`config.mk`:
```
export PLATFORM = sky130hd
export DESIGN_NAME = pfd_steer
export DESIGN_NICKNAME = d
export VERILOG_FILES = /design/src/rtl/pfd_pkg.sv /design/src/rtl/pfd_flops.sv /design/src/rtl/pfd_gain_dec.sv /design/src/rtl/pfd_lock_judge.sv /design/src/rtl/pfd_steer.sv
export SDC_FILE = /design/constraint.sdc
export NUM_CORES = 1
export LEC_CHECK = 0
export BUFFER_PORTS_ARGS = -buffer_cell sky130_fd_sc_hd__clkbuf_2
export CAP_MARGIN = 20
export CELL_PAD_IN_SITES_DETAIL_PLACEMENT = 1
export CELL_PAD_IN_SITES_GLOBAL_PLACEMENT = 1
export CORE_MARGIN = 3
export CORE_UTILIZATION = 45
export DETAILED_ROUTE_END_ITERATION = 10
export PLACE_DENSITY = 0.86
export SLEW_MARGIN = 20
export SYNTH_ARGS = -nofsm -noshare
export SYNTH_HDL_FRONTEND = slang
export SYNTH_SLANG_ARGS = --single-unit
```
`constraint.sdc`:
```
create_clock -name clk -period 15.05 [get_ports clk]
set_clock_uncertainty 0.2 [all_clocks]
set_input_delay 2.2575 -clock clk [delete_from_list [all_inputs] [get_ports clk]]
set_output_delay 2.2575 -clock clk [all_outputs]
set_load 0.005 [all_outputs]
```
`src/rtl/pfd_pkg.sv`:
```
package pfd_pkg;

  localparam int NUM_GAIN = 4;

  typedef enum logic [1:0] {
    GAIN_X1_0 = 2'b00,
    GAIN_X1_5 = 2'b01,
    GAIN_X2_5 = 2'b10,
    GAIN_X4_0 = 2'b11
  } gain_e;

  // multiplier in units of one half
  function automatic logic [3:0] gain_halves(input gain_e g);
    case (g)
      GAIN_X1_0: gain_halves = 4'd2;
      GAIN_X1_5: gain_halves = 4'd3;
      GAIN_X2_5: gain_halves = 4'd5;
      default:   gain_halves = 4'd8;
    endcase
  endfunction

endpackage

```
`src/rtl/pfd_flops.sv`:
```
module pfd_flops (
  input  logic clk,
  input  logic rst_n,
  input  logic rf_in,
  input  logic ref_in,
  output logic rf_q,
  output logic ref_q,
  output logic hold_rf,
  output logic hold_ref,
  output logic done
);

  logic rf_edge;
  logic ref_edge;

  assign rf_edge  = rf_in  & ~rf_q;
  assign ref_edge = ref_in & ~ref_q;
  assign done     = hold_rf & hold_ref;

  always_ff @(posedge clk) begin
    if (!rst_n) begin
      rf_q     <= 1'b0;
      ref_q    <= 1'b0;
      hold_rf  <= 1'b0;
      hold_ref <= 1'b0;
    end else begin
      rf_q  <= rf_in;
      ref_q <= ref_in;
      if (done) begin
        hold_rf  <= 1'b0;
        hold_ref <= 1'b0;
      end else begin
        hold_rf  <= hold_rf  | rf_edge;
        hold_ref <= hold_ref | ref_edge;
      end
    end
  end

  AST_RF_EDGE_SETS: assert property (@(posedge clk) disable iff (!rst_n)
    (rf_in && !rf_q && !(hold_rf && hold_ref)) |=> hold_rf);

  AST_OVERLAP_ONE: assert property (@(posedge clk) disable iff (!rst_n)
    (hold_rf && hold_ref) |=> !(hold_rf || hold_ref));

endmodule

```
`src/rtl/pfd_gain_dec.sv`:
```
module pfd_gain_dec
  import pfd_pkg::*;
(
  input  logic [1:0] gain_code,
  output logic [NUM_GAIN-1:0] mult_sel,
  output logic [3:0] mult_half
);

  for (genvar g = 0; g < NUM_GAIN; g++) begin : g_sel
    assign mult_sel[g] = (gain_code == 2'(g));
  end

  assign mult_half = gain_halves(gain_e'(gain_code));

  always_comb begin
    AST_GAIN_ONEHOT: assert ($countones(mult_sel) == 1);
  end

endmodule

```
`src/rtl/pfd_lock_judge.sv`:
```
module pfd_lock_judge #(
  parameter int CNT_W = 8,
  parameter int WID_W = 6
) (
  input  logic             clk,
  input  logic             rst_n,
  input  logic             hold_a,
  input  logic             hold_b,
  input  logic [CNT_W-1:0] lock_len,
  input  logic [WID_W-1:0] narrow_max,
  output logic             locked
);

  logic [WID_W-1:0] wcnt;
  logic [WID_W:0]   w_now;
  logic             evt;
  logic             good_evt;
  logic             bad_evt;
  logic [CNT_W-1:0] run;
  logic [CNT_W:0]   run_nx;
  logic [CNT_W-1:0] third;
  logic [CNT_W-1:0] ulim;

  assign evt      = hold_a & hold_b;
  assign w_now    = {1'b0, wcnt} + 1'b1;
  assign good_evt = evt && (w_now <= {1'b0, narrow_max});
  assign bad_evt  = evt && !good_evt;
  assign run_nx   = {1'b0, run} + 1'b1;
  assign third    = lock_len / CNT_W'(3);
  assign ulim     = (third == '0) ? CNT_W'(1) : third;

  always_ff @(posedge clk) begin
    if (!rst_n) begin
      wcnt <= '0;
    end else if (evt) begin
      wcnt <= '0;
    end else if ((hold_a | hold_b) && (wcnt != '1)) begin
      wcnt <= wcnt + 1'b1;
    end
  end

  always_ff @(posedge clk) begin
    if (!rst_n) begin
      locked <= 1'b0;
      run    <= '0;
    end else if (!locked) begin
      if (good_evt) begin
        if (run_nx >= {1'b0, lock_len}) begin
          locked <= 1'b1;
          run    <= '0;
        end else begin
          run <= run_nx[CNT_W-1:0];
        end
      end else if (bad_evt) begin
        run <= '0;
      end
    end else begin
      if (bad_evt) begin
        if (run_nx >= {1'b0, ulim}) begin
          locked <= 1'b0;
          run    <= '0;
        end else begin
          run <= run_nx[CNT_W-1:0];
        end
      end else if (good_evt) begin
        run <= '0;
      end
    end
  end

  AST_LOCK_ON_GOOD: assert property (@(posedge clk) disable iff (!rst_n)
    $rose(locked) |-> $past(good_evt));

  AST_UNLOCK_ON_BAD: assert property (@(posedge clk) disable iff (!rst_n)
    $fell(locked) |-> $past(bad_evt));

endmodule

```
`src/rtl/pfd_steer.sv`:
```
module pfd_steer
  import pfd_pkg::*;
#(
  parameter int CNT_W = 8,
  parameter int WID_W = 6
) (
  input  logic             clk,
  input  logic             rst_n,
  input  logic             rf_div,
  input  logic             ref_div,
  input  logic             dir_sel,
  input  logic             pd_en,
  input  logic             mon_en,
  input  logic [1:0]       gain_code,
  input  logic [CNT_W-1:0] lock_len,
  input  logic [WID_W-1:0] narrow_max,
  output logic             pump_up,
  output logic             pump_dn,
  output logic             mon_p,
  output logic             mon_q,
  output logic [3:0]       mult_sel,
  output logic [3:0]       mult_half,
  output logic             locked
);

  logic rf_q;
  logic ref_q;
  logic hold_rf;
  logic hold_ref;
  logic done;
  logic src_raw;
  logic snk_raw;

  pfd_flops i_flops (
    .clk      (clk),
    .rst_n    (rst_n),
    .rf_in    (rf_div),
    .ref_in   (ref_div),
    .rf_q     (rf_q),
    .ref_q    (ref_q),
    .hold_rf  (hold_rf),
    .hold_ref (hold_ref),
    .done     (done)
  );

  // dir high: RF lead -> sink, reference lead -> source
  assign snk_raw = dir_sel ? hold_rf  : hold_ref;
  assign src_raw = dir_sel ? hold_ref : hold_rf;
  assign pump_up = pd_en & src_raw;
  assign pump_dn = pd_en & snk_raw;

  assign mon_p = mon_en & (dir_sel ? rf_q  : ref_q);
  assign mon_q = mon_en & (dir_sel ? ref_q : rf_q);

  pfd_gain_dec i_gain (
    .gain_code (gain_code),
    .mult_sel  (mult_sel),
    .mult_half (mult_half)
  );

  pfd_lock_judge #(
    .CNT_W (CNT_W),
    .WID_W (WID_W)
  ) i_lock (
    .clk        (clk),
    .rst_n      (rst_n),
    .hold_a     (hold_rf),
    .hold_b     (done | hold_ref),
    .lock_len   (lock_len),
    .narrow_max (narrow_max),
    .locked     (locked)
  );

  AST_IDLE_WHEN_OFF: assert property (@(posedge clk) disable iff (!rst_n)
    !pd_en |-> (!pump_up && !pump_dn));

  AST_MON_QUIET: assert property (@(posedge clk) disable iff (!rst_n)
    !mon_en |-> (!mon_p && !mon_q));

  AST_PUMP_BOTH_BRIEF: assert property (@(posedge clk) disable iff (!rst_n)
    (pump_up && pump_dn) |=> !(pump_up && pump_dn));

endmodule

```
* After elaboration in Yosys (flattened, before gate mapping)
Cells that the tools add are included.
Word-level totals: bits in writable memories 0, bits of input ports 23, memories 0, latch bits 0, ROM bits 0, flip-flop bits (word level) 19
Operators by class: $mul 0, shift-type cells 0, reduce and logical (&&, ||, !) cells 9, div/mod/pow operators 1, $lt $le $gt $ge 3, eq/ne operators 4, add/sub/neg operators 3, bitwise logic cells 15, muxes and demuxes 18
Operator list (number):
- 8-bit 2-to-1 mux | 8
- 9-bit by 8-bit greater-or-equal comparator with 1-bit output | 2
- 4-bit case mux with 3 select lines | 1
- 8-bit by 1-bit adder with 9-bit output, second input constant | 1
- 1-bit 2-to-1 mux | 9
- 1-bit bitwise AND | 8
- 8-bit by 2-bit divider with 8-bit output, second input constant | 1
- 8-bit zero test | 1
- 6-bit by 1-bit adder with 7-bit output, second input constant | 1
- 7-bit by 6-bit <= comparator with 1-bit output | 1
- 6-bit by 1-bit adder with 6-bit output, second input constant | 1
- 6-bit != test, second input constant | 1
- 2-bit == test, second input constant | 2
- 1-bit bitwise OR | 4
- 2-bit OR reduction | 2
- 1-bit logical AND | 3
- 1-bit NOT | 3
- 2-bit by 1-bit == test with 1-bit output, second input constant | 1
- 2-bit zero test | 1
- 2-bit nonzero test | 1
- 1-bit zero test | 1

* Depth between registers and ports, before layout
Gate-level depths: netlist of the first run.
depth in word-level cells 9, depth in mapped cells 20, mapped depth without buffers 18

* By module
From an unflattened synthesis of the first run, not the netlist that was laid out.
Unflattened totals: cells, all modules 297, area total of the unflattened synthesis 2297.2 um^2
Modules (own cells, without submodules):
- pfd_lock_judge | area an instance 1993.2 um^2, seq. area each 300.3 um^2, instances 1, cells an instance 265
- pfd_flops | area an instance 142.6 um^2, seq. area each 80.1 um^2, instances 1, cells an instance 13
- pfd_steer | area an instance 82.6 um^2, seq. area each 0.0 um^2, instances 1, cells an instance 10
- pfd_gain_dec | area an instance 78.8 um^2, seq. area each 0.0 um^2, instances 1, cells an instance 9

* Worst setup path before layout of the first run
No wires, ideal clock.
path type in2reg, from input lock_len[6], to register i_lock.run[1], stages on the path 18, path slack 8491 ps, required time 14780 ps, path buffers 1, arrival time 6289 ps, path through buf_2 nor2b_1 a22o_1 or3_4 a221oi_1 a211o_4 ha_1 a2111oi_0 a21oi_1 a22o_1 ha_1 nand2b_1 a211oi_1 nor3_1 or4_1 a2111oi_4 o2111ai_1 a21boi_1
On the way: longest elaborated chain between the ends 7
Ends and longest elaborated chain:
- start: declaration | RTL line pfd_steer.sv:15 | input logic [CNT_W-1:0] lock_len,
- 8-bit by 2-bit divider with 8-bit output | RTL line pfd_lock_judge.sv:29 | assign third = lock_len / CNT_W'(3);
- 8-bit zero test | RTL line pfd_lock_judge.sv:30 | assign ulim = (third == '0) ? CNT_W'(1) : third;
- 8-bit 2-to-1 mux | RTL line pfd_lock_judge.sv:30
- 9-bit by 8-bit greater-or-equal comparator with 1-bit output | RTL line pfd_lock_judge.sv:59 | if (run_nx >= {1'b0, ulim}) begin
- 8-bit 2-to-1 mux | RTL line pfd_lock_judge.sv:59
- 8-bit 2-to-1 mux | RTL line pfd_lock_judge.sv:58 | if (bad_evt) begin
- 8-bit 2-to-1 mux (*) | RTL line pfd_lock_judge.sv:46 | end else if (!locked) begin
- end signal: assignment | RTL line pfd_lock_judge.sv:52 | run <= run_nx[CNT_W-1:0];
- end signal: assignment | RTL line pfd_lock_judge.sv:63 | run <= run_nx[CNT_W-1:0];
- end: declaration | RTL line pfd_lock_judge.sv:19 | logic [CNT_W-1:0] run;
Every way passes the cells marked *; elsewhere a longest branch is shown, timed or not. A chain may end at the register's enable or synchronous reset.

* Worst setup path after layout of the first run
Same ends and word-level chain as after synthesis.

==> results.json, run 1 <==
{
  "nNetsFinal": 357,
  "core_area_um2": 4534,
  "cts_made_buffers": 3,
  "multiInputGateArea_um2": 1679,
  "gr-usage-met3_pct": 3.310,
  "yosysUniqueCellTypes": 66,
  "worstPathArrival_ns": 7.01,
  "worst_pin_slew_ns": 0.6830,
  "cp_max_fo": 17,
  "critical_path.top_delay_family": "compound AO/OA/AOI/OAI gates",
  "syn_inst": 281,
  "cts_setup_buffers": 0,
  "crit_type": "in2reg",
  "holdCritStartpoint": "i_lock.run[5]",
  "port_buffers": 35,
  "dp_hpwl_um": 4489,
  "crit_chain": "clkbuf_2, nor2b_1, a22o_1, or3_4, a221oi_1, a211o_4, ha_1, a2111oi_0, a21oi_1, a22o_1, ha_1, nand2b_1, a211oi_1, nor3_1, or4_1, a2111oi_4, o2111ai_1, a21boi_1",
  "outcome": "completed",
  "grt_pass1_vias": 2223,
  "cts-root-buf": "clkbuf_8",
  "critPathBufInv": 1,
  "grt_pass1_wl_um": 10060,
  "rrSetupSlack_ns": 11.43,
  "cp-start-kind": "input port",
  "cellPowerDensity_nw_per_um2": 58.23,
  "drt_iter0_drc": 70,
  "max_stage_delay_ns": 0.56,
  "maxCapViolCount": 0,
  "final_cell_mix": "clkbuf_2, ha_1, nor2_1",
  "h-tree-depth": 1,
  "cts_tree": "done",
  "setup_slack_ns": 8.038,
  "synthTopCellsByArea": "dfxtp_1, ha_1, nor2_1, nor2b_1, nand2_1",
  "yosysWarnings": 0,
  "seq_area_um2": 380.4,
  "drc_errors": 0,
  "fin_util_pct": 53.50,
  "synth_seq_cells": 19,
  "synth.largest_area_cell": "dfxtp_1",
  "min_path_cells": 2,
  "ant_nets": 0,
  "cellLeakagePower_nw": 1.148,
  "worstReg2RegEnd": "i_lock.run[1]",
  "clk_latency_ns": 0.26,
  "num_rows": 24,
  "antenna_cells": 0,
  "grt_max_degree": 18,
  "ctsHoldBuffers": 0,
  "fin_crit_sh_pct": 46.59,
  "synth_fp_nets": 332,
  "final_layout_size_suffix_gt1_share_pct": 17.05,
  "drt-wirelength-per-cell_um": 15.21,
  "end_kind": "register",
  "async_reset_ff_share_pct": 0,
  "tns_ns": 0,
  "holdWs_ns": 0.3023,
  "grt_overflow": 0,
  "hp-class": "reg2reg",
  "hold_viol": 0,
  "relSlewSlack_pct": 54.35,
  "die_h_um": 76.13,
  "worst-endpoint-required_ns": 15.05,
  "synth_edf_count": 0,
  "rr_worst_depth": 11,
  "area_growth_pct": 9.610,
  "first_pass_iters": 4,
  "stdcell_count": 370,
  "vias": 2102,
  "fmax_mhz": 142.6,
  "groute.layer.met2.usage_pct": 35.90,
  "place.gp.congestion": 0.8045,
  "ir_worst_vdd_mv": 0.04811,
  "top_usage_layer": "met2",
  "routed_wl_um": 5629,
  "clk_pin_slew_worst_paths_ns": 0.07,
  "ys_dominant_reg_cell": "dfxtp_1",
  "drv_slew": 0,
  "die_area_um2": 5796,
  "final_common_cell": "clkbuf_2",
  "synth_area_um2": 2213,
  "grt.total_usage_pct": 20.12,
  "fin_crit_ns": 7.012,
  "pre_cts_ws_ns": 7.768,
  "fill_cells": 572,
  "finalSetupViolations": 0,
  "cp_slowest_cell": "a2111oi_4",
  "io_pins": 36,
  "grt_antenna_before_repair": 0,
  "grtUsageMet1_pct": 25.54,
  "reg2reg_from": "i_lock.run[2]",
  "vias_per_cell": 5.681,
  "clkSinkCount": 19,
  "yosysTopAreaCellShare_pct": 17.18,
  "clockBufferDepth": 2,
  "ys_seq_area_share_pct": 17.18,
  "ctsResizeCount": 0,
  "synth.avg_cell_area_um2": 7.877,
  "dpl.cell_count": 366,
  "min_to": "i_lock.run[5]",
  "rsz0062_at_grt": "false",
  "fp.dieW_um": 76.13,
  "start_util_pct": 48.81
}
## cell families after synthesis
kind of cell    count (synthesis)  share of synthesized area (%)
simple gates                  110                          26.74
compound gates                 69                          23.52
buf+inv                        32                          7.235
fa+ha+maj                      28                          15.83
flops                          19                          17.18
xor+xnor                       16                          6.332
mux                             7                          3.166
## layer usage
| metal | vias to the layer above | share of wire [%] |
|---|---|---|
| li1 | 1053 | - |
| met1 | 1007 | 45 |
| met2 | 38 | 50 |
| met3 | 4 | 4.0 |
| met4 | 0 | 0.62 |
| met5 | - | 0 |
## sequential cells by signal (all words and copies together), names as in the netlist
register          cells
i_flops.ref_q         1
i_lock.locked         1
i_lock.wcnt           6
i_lock.run            8
i_flops.hold_ref      1
i_flops.rf_q          1
i_flops.hold_rf       1
## cells in the mapped netlist (all sizes together), types with 4 or more instances
cell	n
o2111ai	4
a211oi	7
nor2b	14
o22ai	4
xnor2	7
clkbuf	9
a21o	6
nand2b	4
o21ai	11
and2	4
mux2i	7
xor2	9
and3	4
nand2	21
a21boi	8
a21oi	9
ha	28
nor2	28
inv	17
nand3	12
buf	6
dfxtp	19
## area by class of cell
cell class / count / area share [%]
Timing Repair Buffer: 35 / 7.220
Multi-Input combinational cell: 230 / 69.21
Inverter: 17 / 2.630
Clock inverter: 1 / 0.2063
Clock buffer: 3 / 1.702
Sequential cell: 19 / 15.68
Tap cell: 65 / 3.352
## worst max path at each step
stage	startpoint	to	slack [ns]	depth (start not counted)
floorplan	lock_len[6]	i_lock.run[1]	8.49	18
global placement	lock_len[6]	i_lock.run[3]	8.00	18
detailed placement	lock_len[6]	i_lock.run[0]	7.77	18
CTS	lock_len[6]	i_lock.run[0]	8.04	18
global route	lock_len[6]	i_lock.run[0]	7.70	18
finish	lock_len[6]	i_lock.run[1]	8.04	18
## report_power, final
group          internal (mW)  switching [mW]
logic                 0.0219          0.0263
registers             0.0524         0.00431
clock network         0.0185          0.0179
total                 0.0927          0.0485
## worst reg2reg max path: cells and delay by family (launching register included)
kind	cells	cell delay [ns]
and+or+nand+nor	3	1.03
adders and majority gates	1	0.32
AOI/OAI and AO/OA	6	1.22
DFF	1	0.46
xor gates and xnor gates	1	0.32
## metrics by stage
stage          cell area (um^2)  power [mW]
2_1_floorplan              2213     0.09240
3_3_place_gp               2374      0.1029
3_5_place_dp               2380      0.1060
4_1_cts                    2426      0.1424
5_1_grt                    2426      0.1515
6_report                   2426      0.1413
No activity file was read; power rests on OpenSTA's default activity.
==> run 2, diff against run 1 <==
--- a/config.mk
+++ b/config.mk
@@ -10,9 +10,9 @@
 export CELL_PAD_IN_SITES_DETAIL_PLACEMENT = 1
 export CELL_PAD_IN_SITES_GLOBAL_PLACEMENT = 1
 export CORE_MARGIN = 3
-export CORE_UTILIZATION = 45
+export CORE_UTILIZATION = 38
 export DETAILED_ROUTE_END_ITERATION = 10
-export PLACE_DENSITY = 0.86
+export PLACE_DENSITY = 0.78
 export SLEW_MARGIN = 20
 export SYNTH_ARGS = -nofsm -noshare
 export SYNTH_HDL_FRONTEND = slang
==> constraint.sdc (replaced) <==
create_clock -name clk -period 5.8 [get_ports clk]
set_clock_uncertainty 0.2 [all_clocks]
set_input_delay 0.87 -clock clk [delete_from_list [all_inputs] [get_ports clk]]
set_output_delay 0.87 -clock clk [all_outputs]
set_load 0.005 [all_outputs]
==> results.json, run 2 (same netlist as run 1, synthesis figures left out) <==
{
  "clk_latency_ns": 0.26,
  "grt_pass1_wl_um": 9232,
  "start_util_pct": 39.71,
  "worstPathArrival_ns": 5.19,
  "worst-endpoint-required_ns": 5.79,
  "cts-root-buf": "clkbuf_8",
  "worst_pin_slew_ns": 0.5751,
  "grt_pass1_vias": 2051,
  "clockBufferDepth": 2,
  "ctsHoldBuffers": 0,
  "largest_reg_flops": 8,
  "cp-start-kind": "input port",
  "placed_area_um2": 2412,
  "cts_made_buffers": 3,
  "place.gp.congestion": 0.7824,
  "core_area_um2": 5574,
  "finalSetupViolations": 0,
  "area_growth_pct": 11.08,
  "vias_per_cell": 5.593,
  "grt_max_degree": 17,
  "grt_antenna_before_repair": 0,
  "pre_cts_ws_ns": 0.1464,
  "relSlewSlack_pct": 61.61,
  "drv_slew": 0,
  "outcome": "completed",
  "die_area_um2": 6777,
  "vias": 2131,
  "nNetsFinal": 361,
  "fmax_mhz": 192.4,
  "routed_wl_um": 5546,
  "seq_area_um2": 380.4,
  "final_cell_mix": "clkbuf_2, ha_1, nor2_1",
  "num_rows": 27,
  "drc_errors": 0,
  "rsz0062_at_grt": "false",
  "cts_setup_buffers": 0,
  "fill_cells": 715,
  "ir_worst_vdd_mv": 0.07982,
  "fin_crit_ns": 5.199,
  "final_area_um2": 2459,
  "drt_iter0_drc": 108,
  "grt_overflow": 0,
  "crit_type": "in2reg",
  "ctsResizeCount": 0,
  "hold_viol": 0,
  "reg.largest.list": "i_lock.run (8), i_lock.wcnt (6)",
  "antenna_cells": 0,
  "hp-class": "reg2reg",
  "tns_ns": 0,
  "maxCapViolCount": 0,
  "drt-wirelength-per-cell_um": 14.56,
  "cellPowerDensity_nw_per_um2": 150.2,
  "fin_util_pct": 44.11,
  "setup_slack_ns": 0.6012,
  "first_pass_iters": 4,
  "h-tree-depth": 1,
  "grt.total_usage_pct": 17.05,
  "final_common_cell": "clkbuf_2",
  "io_pins": 36,
  "clk_pin_slew_worst_paths_ns": 0.08,
  "cellLeakagePower_nw": 1.164,
  "port_buffers": 35,
  "end_kind": "register",
  "ant_nets": 0,
  "largest_register": "i_lock.run",
  "final_layout_size_suffix_gt1_share_pct": 17.80,
  "cp_max_fo": 8,
  "multiInputGateArea_um2": 1673,
  "die_h_um": 82.32,
  "cts_tree": "done",
  "dp_hpwl_um": 4448,
  "clkSinkCount": 19,
  "fp.dieW_um": 82.32,
  "fin_crit_sh_pct": 89.63,
  "holdWs_ns": 0.3058
}
[run 2: cell types whose count changed in the layout (fill, tap and decap cells not counted)]
| cell | delta |
|---|---|
| nor4b_1 | +1 |
| buf_4 | +4 |
| nor4b_2 | -1 |
[run 2: path summary, 6_finish.rpt]
check / start / end / slack, ns / depth (start not counted)
min: i_lock.run[3] / i_lock.run[3] / 0.31 / 2
min reg2reg: i_lock.run[3] / i_lock.run[3] / 0.31 / 2
max: lock_len[5] / i_lock.run[5] / 0.60 / 18
max reg2reg: i_lock.run[2] / i_lock.run[5] / 2.41 / 11
[run 2: cell type report]
| type | count | area share (%) |
|---|---|---|
| Multi-Input combinational cell | 230 | 68.04 |
| Tap cell | 72 | 3.664 |
| Timing Repair Buffer | 39 | 8.346 |
| Clock inverter | 1 | 0.2036 |
| Sequential cell | 19 | 15.47 |
| Clock buffer | 3 | 1.679 |
| Inverter | 17 | 2.595 |
[run 2: through the flow]
| stage | power, mW | cells |
|---|---|---|
| final | 0.3693 | 381 |
| after global routing | 0.3969 | 381 |
| after CTS | 0.3749 | 381 |
| after detailed placement | 0.2769 | 377 |
| after global placement | 0.2713 | 377 |
| after floorplan | 0.2398 | 281 |
[run 2: power by group]
part,internal [mW],switching [mW]
registers,0.136,0.0107
logic,0.0587,0.0673
clock network,0.0479,0.0487
total,0.243,0.127
[run 2: per-layer routing]
layer	up-vias	GRT usage [%]	routed length, um
met2	26	32.45	2871
met5	-	0	0
met4	0	1.993	17
li1	1062	-	-
met3	4	1.627	135
met1	1039	21.05	2522
[run 2: critical path, stage by stage]
cell and delay (ns):
clkbuf_2 0.15, nor2b_1 0.17, a22o_1 0.21, or3_4 0.40, a221oi_1 0.34, a211o_4 0.18, ha_1 0.23, a2111oi_0 0.36
a21oi_1 0.08, a22o_1 0.22, ha_1 0.25, nand2b_1 0.13, a211oi_1 0.24, nor3_1 0.07, or4_1 0.55, a2111oi_4 0.41
o2111ai_1 0.15, a21boi_1 0.17
